<file path="config.mk">
export PLATFORM = sky130hd
export DESIGN_NAME = vic_top
export DESIGN_NICKNAME = d
export VERILOG_FILES = /design/src/rtl/vic_pkg.sv /design/src/rtl/vic_regs.sv /design/src/rtl/vic_pending.sv /design/src/rtl/vic_arbiter.sv /design/src/rtl/vic_top.sv
export SDC_FILE = /design/constraint.sdc
export NUM_CORES = 1
export LEC_CHECK = 0
export CORE_UTILIZATION = 42
export CTS_CLUSTER_SIZE = 30
export DETAILED_ROUTE_END_ITERATION = 8
export GPL_TIMING_DRIVEN = 0
export PLACE_DENSITY = 0.78
export SYNTH_ARGS = -nofsm -noshare
export SYNTH_HDL_FRONTEND = slang
export SYNTH_HIERARCHICAL = 1
export SYNTH_SLANG_ARGS = --single-unit
</file>
<file path="constraint.sdc">
create_clock -name clk -period 1.5 [get_ports clk]
set_input_delay 0.15 -clock clk [delete_from_list [all_inputs] [get_ports clk]]
set_output_delay 0.15 -clock clk [all_outputs]
set_load 0.01 [all_outputs]
</file>
<file path="src/rtl/vic_pkg.sv">
package vic_pkg;
  localparam int NUM_DMA    = 3;
  localparam int NUM_SRC    = NUM_DMA + 1;
  localparam int RASTER_IDX = NUM_DMA;
  localparam int DATA_W     = 8;
  localparam int CODE_W     = 2;
  localparam int IVR_HI_W   = DATA_W - CODE_W - 1;

  // Highest index wins: raster, then channel 2, 1, 0.
  function automatic logic [NUM_SRC-1:0] pick_winner(input logic [NUM_SRC-1:0] pend);
    logic [NUM_SRC-1:0] w;
    w = '0;
    for (int i = 0; i < NUM_SRC; i++)
      if (pend[i]) w = NUM_SRC'(1) << i;
    return w;
  endfunction

  function automatic logic [CODE_W-1:0] src_code(input logic [NUM_SRC-1:0] onehot);
    logic [CODE_W-1:0] c;
    c = '0;
    for (int i = 0; i < NUM_SRC; i++)
      if (onehot[i]) c = (i == RASTER_IDX) ? {CODE_W{1'b1}} : CODE_W'(NUM_DMA - 1 - i);
    return c;
  endfunction
endpackage

</file>
<file path="src/rtl/vic_regs.sv">
module vic_regs
  import vic_pkg::*;
(
  input  logic                clk,
  input  logic                rst_n,
  input  logic                ctl_wr,
  input  logic                ivr_wr,
  input  logic [NUM_DMA-1:0]  en_d,
  input  logic [IVR_HI_W-1:0] ivr_hi_d,
  input  logic                auto_d,
  input  logic [NUM_DMA-1:0]  stop_evt,
  output logic [NUM_DMA-1:0]  chan_en,
  output logic [IVR_HI_W-1:0] ivr_hi,
  output logic                auto_clr
);
  always_ff @(posedge clk) begin
    if (!rst_n) begin
      chan_en  <= '0;
      ivr_hi   <= '0;
      auto_clr <= 1'b1;
    end else begin
      chan_en <= (ctl_wr ? en_d : chan_en) & ~stop_evt;
      if (ivr_wr) begin
        ivr_hi   <= ivr_hi_d;
        auto_clr <= auto_d;
      end
    end
  end

  genvar g;
  generate
    for (g = 0; g < NUM_DMA; g++) begin : g_stop_chk
      AST_STOP_WINS: assert property (@(posedge clk) disable iff (!rst_n)
        stop_evt[g] |=> !chan_en[g]);
    end
  endgenerate
endmodule

</file>
<file path="src/rtl/vic_pending.sv">
module vic_pending
  import vic_pkg::*;
(
  input  logic               clk,
  input  logic               rst_n,
  input  logic [NUM_SRC-1:0] set,
  input  logic [NUM_SRC-1:0] cpu_clr,
  input  logic [NUM_SRC-1:0] ack_clr,
  output logic [NUM_SRC-1:0] pend,
  output logic [NUM_SRC-1:0] cleared
);
  genvar g;
  generate
    for (g = 0; g < NUM_SRC; g++) begin : g_src
      logic clr;
      assign clr        = cpu_clr[g] | ack_clr[g];
      assign cleared[g] = pend[g] & clr & ~set[g];

      always_ff @(posedge clk) begin
        if (!rst_n) pend[g] <= 1'b0;
        else        pend[g] <= set[g] | (pend[g] & ~clr);
      end

      AST_REQ_BEATS_CLR: assert property (@(posedge clk) disable iff (!rst_n)
        set[g] && clr |=> pend[g]);
      AST_CLR_DROPS: assert property (@(posedge clk) disable iff (!rst_n)
        clr && !set[g] |=> !pend[g]);
    end
  endgenerate
endmodule

</file>
<file path="src/rtl/vic_arbiter.sv">
module vic_arbiter
  import vic_pkg::*;
(
  input  logic                clk,
  input  logic                rst_n,
  input  logic [NUM_SRC-1:0]  pend,
  input  logic                ack,
  input  logic [IVR_HI_W-1:0] ivr_hi,
  input  logic                auto_clr,
  output logic [DATA_W-1:0]   vector,
  output logic [NUM_SRC-1:0]  ack_clr
);
  logic [NUM_SRC-1:0] win;
  logic               any_pend;
  logic               take;

  assign win      = pick_winner(pend);
  assign any_pend = |pend;
  assign take     = ack & any_pend;
  assign ack_clr  = take ? (win & {1'b1, {NUM_DMA{auto_clr}}}) : '0;

  always_ff @(posedge clk) begin
    if (!rst_n)    vector <= '0;
    else if (take) vector <= {ivr_hi, src_code(win), 1'b0};
  end

  AST_VEC_HOLD: assert property (@(posedge clk) disable iff (!rst_n)
    !ack |=> $stable(vector));
  AST_RASTER_CODE: assert property (@(posedge clk) disable iff (!rst_n)
    ack && pend[RASTER_IDX] |=> vector[2:1] == 2'b11);
  AST_RASTER_AUTOCLR: assert property (@(posedge clk) disable iff (!rst_n)
    ack && pend[RASTER_IDX] |-> $onehot(ack_clr));
  AST_ACK_CLR_ONE: assert property (@(posedge clk) disable iff (!rst_n)
    1'b1 |-> $onehot0(ack_clr));
endmodule

</file>
<file path="src/rtl/vic_top.sv">
module vic_top
  import vic_pkg::*;
(
  input  logic                clk,
  input  logic                rst_n,
  input  logic                raster_req,
  input  logic [NUM_DMA-1:0]  dma_req,
  input  logic [NUM_DMA-1:0]  stop_evt,
  input  logic                reg_sel,
  input  logic                wr_en,
  input  logic [DATA_W-1:0]   wr_data,
  output logic [DATA_W-1:0]   rd_data,
  input  logic                ack,
  output logic                irq_n,
  output logic [DATA_W-1:0]   vector,
  output logic [NUM_DMA-1:0]  chan_en,
  output logic [NUM_DMA-1:0]  dma_clr
);
  localparam int PEND_LSB = DATA_W - NUM_SRC;

  logic                ctl_wr, ivr_wr, auto_clr;
  logic [IVR_HI_W-1:0] ivr_hi;
  logic [NUM_SRC-1:0]  set, cpu_clr, ack_clr, pend, cleared;

  assign ctl_wr  = wr_en & ~reg_sel;
  assign ivr_wr  = wr_en & reg_sel;
  assign set     = {raster_req, dma_req & chan_en};
  assign cpu_clr = ctl_wr ? wr_data[DATA_W-1:PEND_LSB] : '0;
  assign irq_n   = ~|pend;
  assign dma_clr = cleared[NUM_DMA-1:0];
  assign rd_data = reg_sel ? {ivr_hi, {CODE_W{1'b0}}, auto_clr}
                           : {~pend, {(PEND_LSB-NUM_DMA){1'b0}}, chan_en};

  vic_regs u_regs (
    .clk(clk), .rst_n(rst_n), .ctl_wr(ctl_wr), .ivr_wr(ivr_wr),
    .en_d(wr_data[NUM_DMA-1:0]), .ivr_hi_d(wr_data[DATA_W-1:DATA_W-IVR_HI_W]),
    .auto_d(wr_data[0]), .stop_evt(stop_evt), .chan_en(chan_en),
    .ivr_hi(ivr_hi), .auto_clr(auto_clr)
  );

  vic_pending u_pend (
    .clk(clk), .rst_n(rst_n), .set(set), .cpu_clr(cpu_clr),
    .ack_clr(ack_clr), .pend(pend), .cleared(cleared)
  );

  vic_arbiter u_arb (
    .clk(clk), .rst_n(rst_n), .pend(pend), .ack(ack), .ivr_hi(ivr_hi),
    .auto_clr(auto_clr), .vector(vector), .ack_clr(ack_clr)
  );

  AST_IRQ_FOLLOWS_REQ: assert property (@(posedge clk) disable iff (!rst_n)
    raster_req |=> !irq_n);
  AST_DISABLED_IGNORED: assert property (@(posedge clk) disable iff (!rst_n)
    irq_n && !raster_req && !(|(dma_req & chan_en)) |=> irq_n);
endmodule

</file>
---- Yosys cells after proc, flatten, opt, wreduce, memory -nomap -nowiden ----
Cells that the tools add are included.
storage, ports and cells
  output and inout port bits .............. 23
  bits of input ports ..................... 20
  logic and storage cells ................. 56
  register bits ........................... 20
cells by class
  multiplexer cells ....................... 12
  reductions and logical operators ........ 2
  bitwise logic cells ..................... 34
operators with widths
  kind                count
  1-bit bitwise AND   13
  4-bit two-way mux   3
  2-bit two-way mux   5
  8-bit two-way mux   1
  1-bit inverter      8
  1-bit bitwise OR    8
  3-bit bitwise AND   2
  3-bit two-way mux   2
  4-bit bitwise AND   1
  4-bit inverter      1
  4-bit OR reduction  1
  3-bit inverter      1
  1-bit logical NOT   1
  1-bit two-way mux   1

---- Logic depth before layout (Yosys ltp) ----
  depth after elaboration ................. 10
  gate-level depth with buffers ........... 5
  mapped depth without buffers ............ 4

---- Cells and area by module ----
Netlist, hierarchy kept.
by module, submodules not included
  module       area an instance (µm²)  sequential area each (µm²)  cells an instance  instances
  vic_arbiter  351.6                   140.1                       41                 1
  vic_regs     350.3                   180.2                       28                 1
  vic_pending  216.5                   80.1                        25                 1
  vic_top      146.4                   0.0                         23                 1

---- Worst setup path after synthesis ----
OpenSTA, ideal clock, no wires.
  path type ............................... register to output
  start ................................... register u_pend.pend[3]
  end ..................................... output dma_clr[0]
  buffers on the path ..................... 0
  arrival time ............................ 1.190 ns
  required time ........................... 1.350 ns
  slack ................................... 0.160 ns
  stages on the path, launching flop included .. 5
  path through ............................ dfxtp_1 -> nor3_1 -> and4_1 -> nor2_1 -> nor3b_1
on the way
  longest elaborated chain between the ends .. 6
  elaborated cells on any way between the ends .. 8
  classes of those cells .................. mux (2); bitwise (5); reduce/logical (1)
RTL lines
  what                                                            RTL line                              text
  start, declared                                                 vic_pending.sv:9                      output logic [NUM_SRC-1:0] pend,
  start signal, assigned by index                                 vic_pending.sv:21                     else pend[g] <= set[g] | (pend[g] & ~clr);
  4-bit OR reduction / 4-bit two-way mux (equally long branches)  vic_arbiter.sv:18, vic_pkg.sv:14
  1-bit bitwise AND / 4-bit bitwise AND (equally long branches)   vic_arbiter.sv:19, vic_arbiter.sv:20
  4-bit two-way mux *                                             vic_arbiter.sv:20                     assign ack_clr = take ? (win & {1'b1, {NUM_DMA{auto_clr}}}) : '0;
  net ack_clr[0]                                                  vic_top.sv:23                         logic [NUM_SRC-1:0] set, cpu_clr, ack_clr, pend, cleared;
  1-bit bitwise OR *                                              vic_pending.sv:16                     assign clr = cpu_clr[g] | ack_clr[g];
  1-bit bitwise AND * (2 in series)                               vic_pending.sv:17                     assign cleared[g] = pend[g] & clr & ~set[g];
  end, declared                                                   vic_top.sv:17                         output logic [NUM_DMA-1:0] dma_clr
Mark *: on every way through the listed nets, which the timed path passes. The rest lies on a longest branch.

---- Final worst setup path ----
Ends and elaborated chain as after synthesis.

==> results.md <==
Outcome:
- The flow ran to the end, but the final reports show violations.
- The checks that failed: setup timing.

Floorplan:
- For this configuration, the core starts out at a cell density of 0.4586.
- Row generation in the floorplan step produced 17 rows.
- The count of pins on the block boundary is between 40 and 50.
- The die is roughly 52 um wide.
- The region available for standard cell placement spans ~2300 sq um.
- The floorplan step defined a die boundary enclosing between 2000 and 3000 sq um.
- The overall die height is between 50 and 60 um.

Worst setup path:
- The sort of element at the end of the critical path is a primary output.
- On the worst path, the slowest cell contributes a delay of 380 ps.
- In this run the worst path has a maximum fanout of 5.
- The data required time at the worst endpoint is approximately 1400 ps.
- The critical path goes through nor3_4, and4_4, nor2_2, nor3b_2, buf_2.
- The kind of critical path is reg2out.
- The worst setup path is launched from a flop.
- Data on the critical path arrives at its endpoint at between 1000 and 1500 ps.
- The slowest stage of the critical path belongs to the cell dfxtp_4.

Clock network:
- Clock latency on the worst-skew pair, taken at its later pin, is roughly 300 ps.
- The clock passes through at most 2 buffers.
- The clock net sink count is 20.
- The clock tree from TritonCTS is done.
- Clock tree synthesis inserted a total of 3 buffers.
- The number of hold buffers added after CTS is 0.
- Clock tree synthesis selected as its root buffer the cell clkbuf_4.
- The deepest level of the CTS H-tree is 1.
- Clock-pin slew was measured on the worst setup and hold paths at around 110 ps.

Detailed routing:
- For this block, the via count after detailed routing is 1011.
- The starting DRC count in detailed routing is 16.
- The remaining antenna violation count after routing is 0.
- The routed wire length is between 2000 and 3000 um.
- The post-route DRC violation count is 0.
- The post-detailed-route via-to-cell ratio is around 5.1.
- The first detailed-routing pass ran for 5 iterations.
- The average wire length per cell after detail routing is about 14 um.

GRT:
- The number of antenna violations at the first check in global routing is 0.
- The global router's overall resource usage is 0.2156.
- The number of global-route vias before repair is a little over 900.
- The overall overflow remaining after global route is 0.
- The wire length of the first global-routing pass is about 4200 um.
- The largest net degree at the start of global routing is 15.

Final layout:
- The utilization after layout is 0.7255.
- The fraction of final layout cells sized beyond drive strength 1 is 0.3041.
- Relative to the synthesized area, the layout overhead comes to 58.19%.
- The number of antenna cells inserted is 0.
- The number of nets in the layout is 192.
- After routing the design area is 1667 sq um.

Power and ir drop:
- The standby leakage power is ~0.72 nW.
- Power spread over the standard cell area amounts to a little under 700 nW/um^2.
- The maximum resistive drop on vdd is around 0.66 mV.

Place:
- The detailed placer's ending HPWL is about 1900 um.
- Buffers placed on the I/O ports in this run total 41.
- The routability-driven placement congestion ratio is 0.7951.
- The total placed instance area is ~1500 sq um.

Synth:
- The mean instance size in the synthesized netlist is a little over 9 sq um.
- The mapped cell area is 1054 sq um.
- The post-synth net total is ~140.
- Yosys printed 6 warnings.
- Synthesis produced a netlist whose cell count is approximately 120.

Timing:
- The tightest hold path in the finished design has a slack of slightly below 400 ps.
- Setup violations remaining at the end of the flow were counted as 2.
- Setup repair after global routing could not meet its margin everywhere.
- The upper clock frequency limit is approximately 0.62 GHz.
- The final setup skew is about 1.2 ps.
- The final hold violation count is 0.
- The transition at the pin with the smallest max-transition slack is between 500 and 600 ps.
- In this run the tightest slew margin relative to its limit is 0.6469.
- Counting I/O delays and the setup requirement, the final critical path takes 1603 ps.
- Once routing completed, OpenROAD measured the worst setup slack at -102.8 ps.
- The max-slew violation count is 0.
- Of the available clock period, the critical path in the final layout requires 1.069.

Run:
- Across the run, the number of max-cap violations was 0.

Worst hold path:
- The class of the tightest hold or removal check is in2reg.
## report_power, final
part	internal (mW)	leakage, nW	switching, mW
Clock	0.148	0.0210	0.164
Sequential	0.547	0.166	0.0185
Combinational	0.146	0.532	0.104
## metrics by stage
step	setup TNS, ps	total power, mW	worst slack, ps	instances
final	-138.2	1.128	-102.8	199
after global routing	-367.6	1.192	-172.4	199
after detailed placement	-3947	0.8116	-711.7	184
after global placement	-3773	0.8061	-690.0	184
after CTS	-218.1	1.116	-147.9	193
after floorplan	0	0.6867	166.7	115
## routing by layer
layer | global-route usage | wire length, um | share of wire
met4 | 0.04505 | 29 | 0.010
met3 | 0.06140 | 99 | 0.036
met1 | 0.2487 | 1231 | 0.44
met2 | 0.3889 | 1421 | 0.51
met5 | 0 | 0 | 0
## registers in the layout (all words and copies together) (netlist names)
name             cells
u_arb/vector         7
u_regs/ivr_hi        5
u_regs/auto_clr      1
u_regs/chan_en       3
u_pend/pend          4
## cell type report
type	count	area, sq um
multi-input cells	88	635.6
repair buffers	52	476.7
inverters	1	3.754
flip-flops and latches	20	419.2
clock buffers	4	36.28
well taps	28	35.03
plain buffers	6	60.06
fillers	187	630.6
## critical path, delay by kind of cell (launching register included)
kind / cells / cell delay (ps)
AND/OR/NAND/NOR: 4 / 620
flip-flops: 1 / 380
buffers and inverters: 1 / 150
## cells in the final DEF, fill, tap and decap left out, drive strengths merged
cell	count
o31ai	4
dlygate4sd1	1
nand3	7
a21oi	1
nor3b	6
nor4	1
and2b	2
clkdlybuf4s50	27
buf	19
and2	10
dfxtp	20
nand2	18
nand2b	1
nor2	3
clkbuf	5
mux2	1
and4b	1
o41ai	1
nor2b	7
mux2i	9
nor3	2
and4	1
conb	1
o21ai	12
dlymetal6s2s	4
inv	1
dlygate4sd2	6
## repair_timing
item,CTS,global route
pin swaps,3,3
setup buffers,5,6
gates resized for setup,36,15
endpoints found under the setup margin,12,7
## path summary, 6_finish.rpt
kind | cells past startpoint | slack (ps) | endpoint | start
worst max-delay path | 5 | -100 | dma_clr[0] | u_pend/pend[3]$_SDFF_PN0_
worst min-delay path | 2 | 390 | u_regs/chan_en[1]$_SDFF_PN0_ | stop_evt[1]
worst max register to register | 5 | 110 | u_arb/vector[6]$_SDFFE_PN0P_ | u_pend/pend[3]$_SDFF_PN0_
worst min register to register | 2 | 480 | u_arb/vector[2]$_SDFFE_PN0P_ | u_arb/vector[2]$_SDFFE_PN0P_
Power figures use the tool's default switching activity.
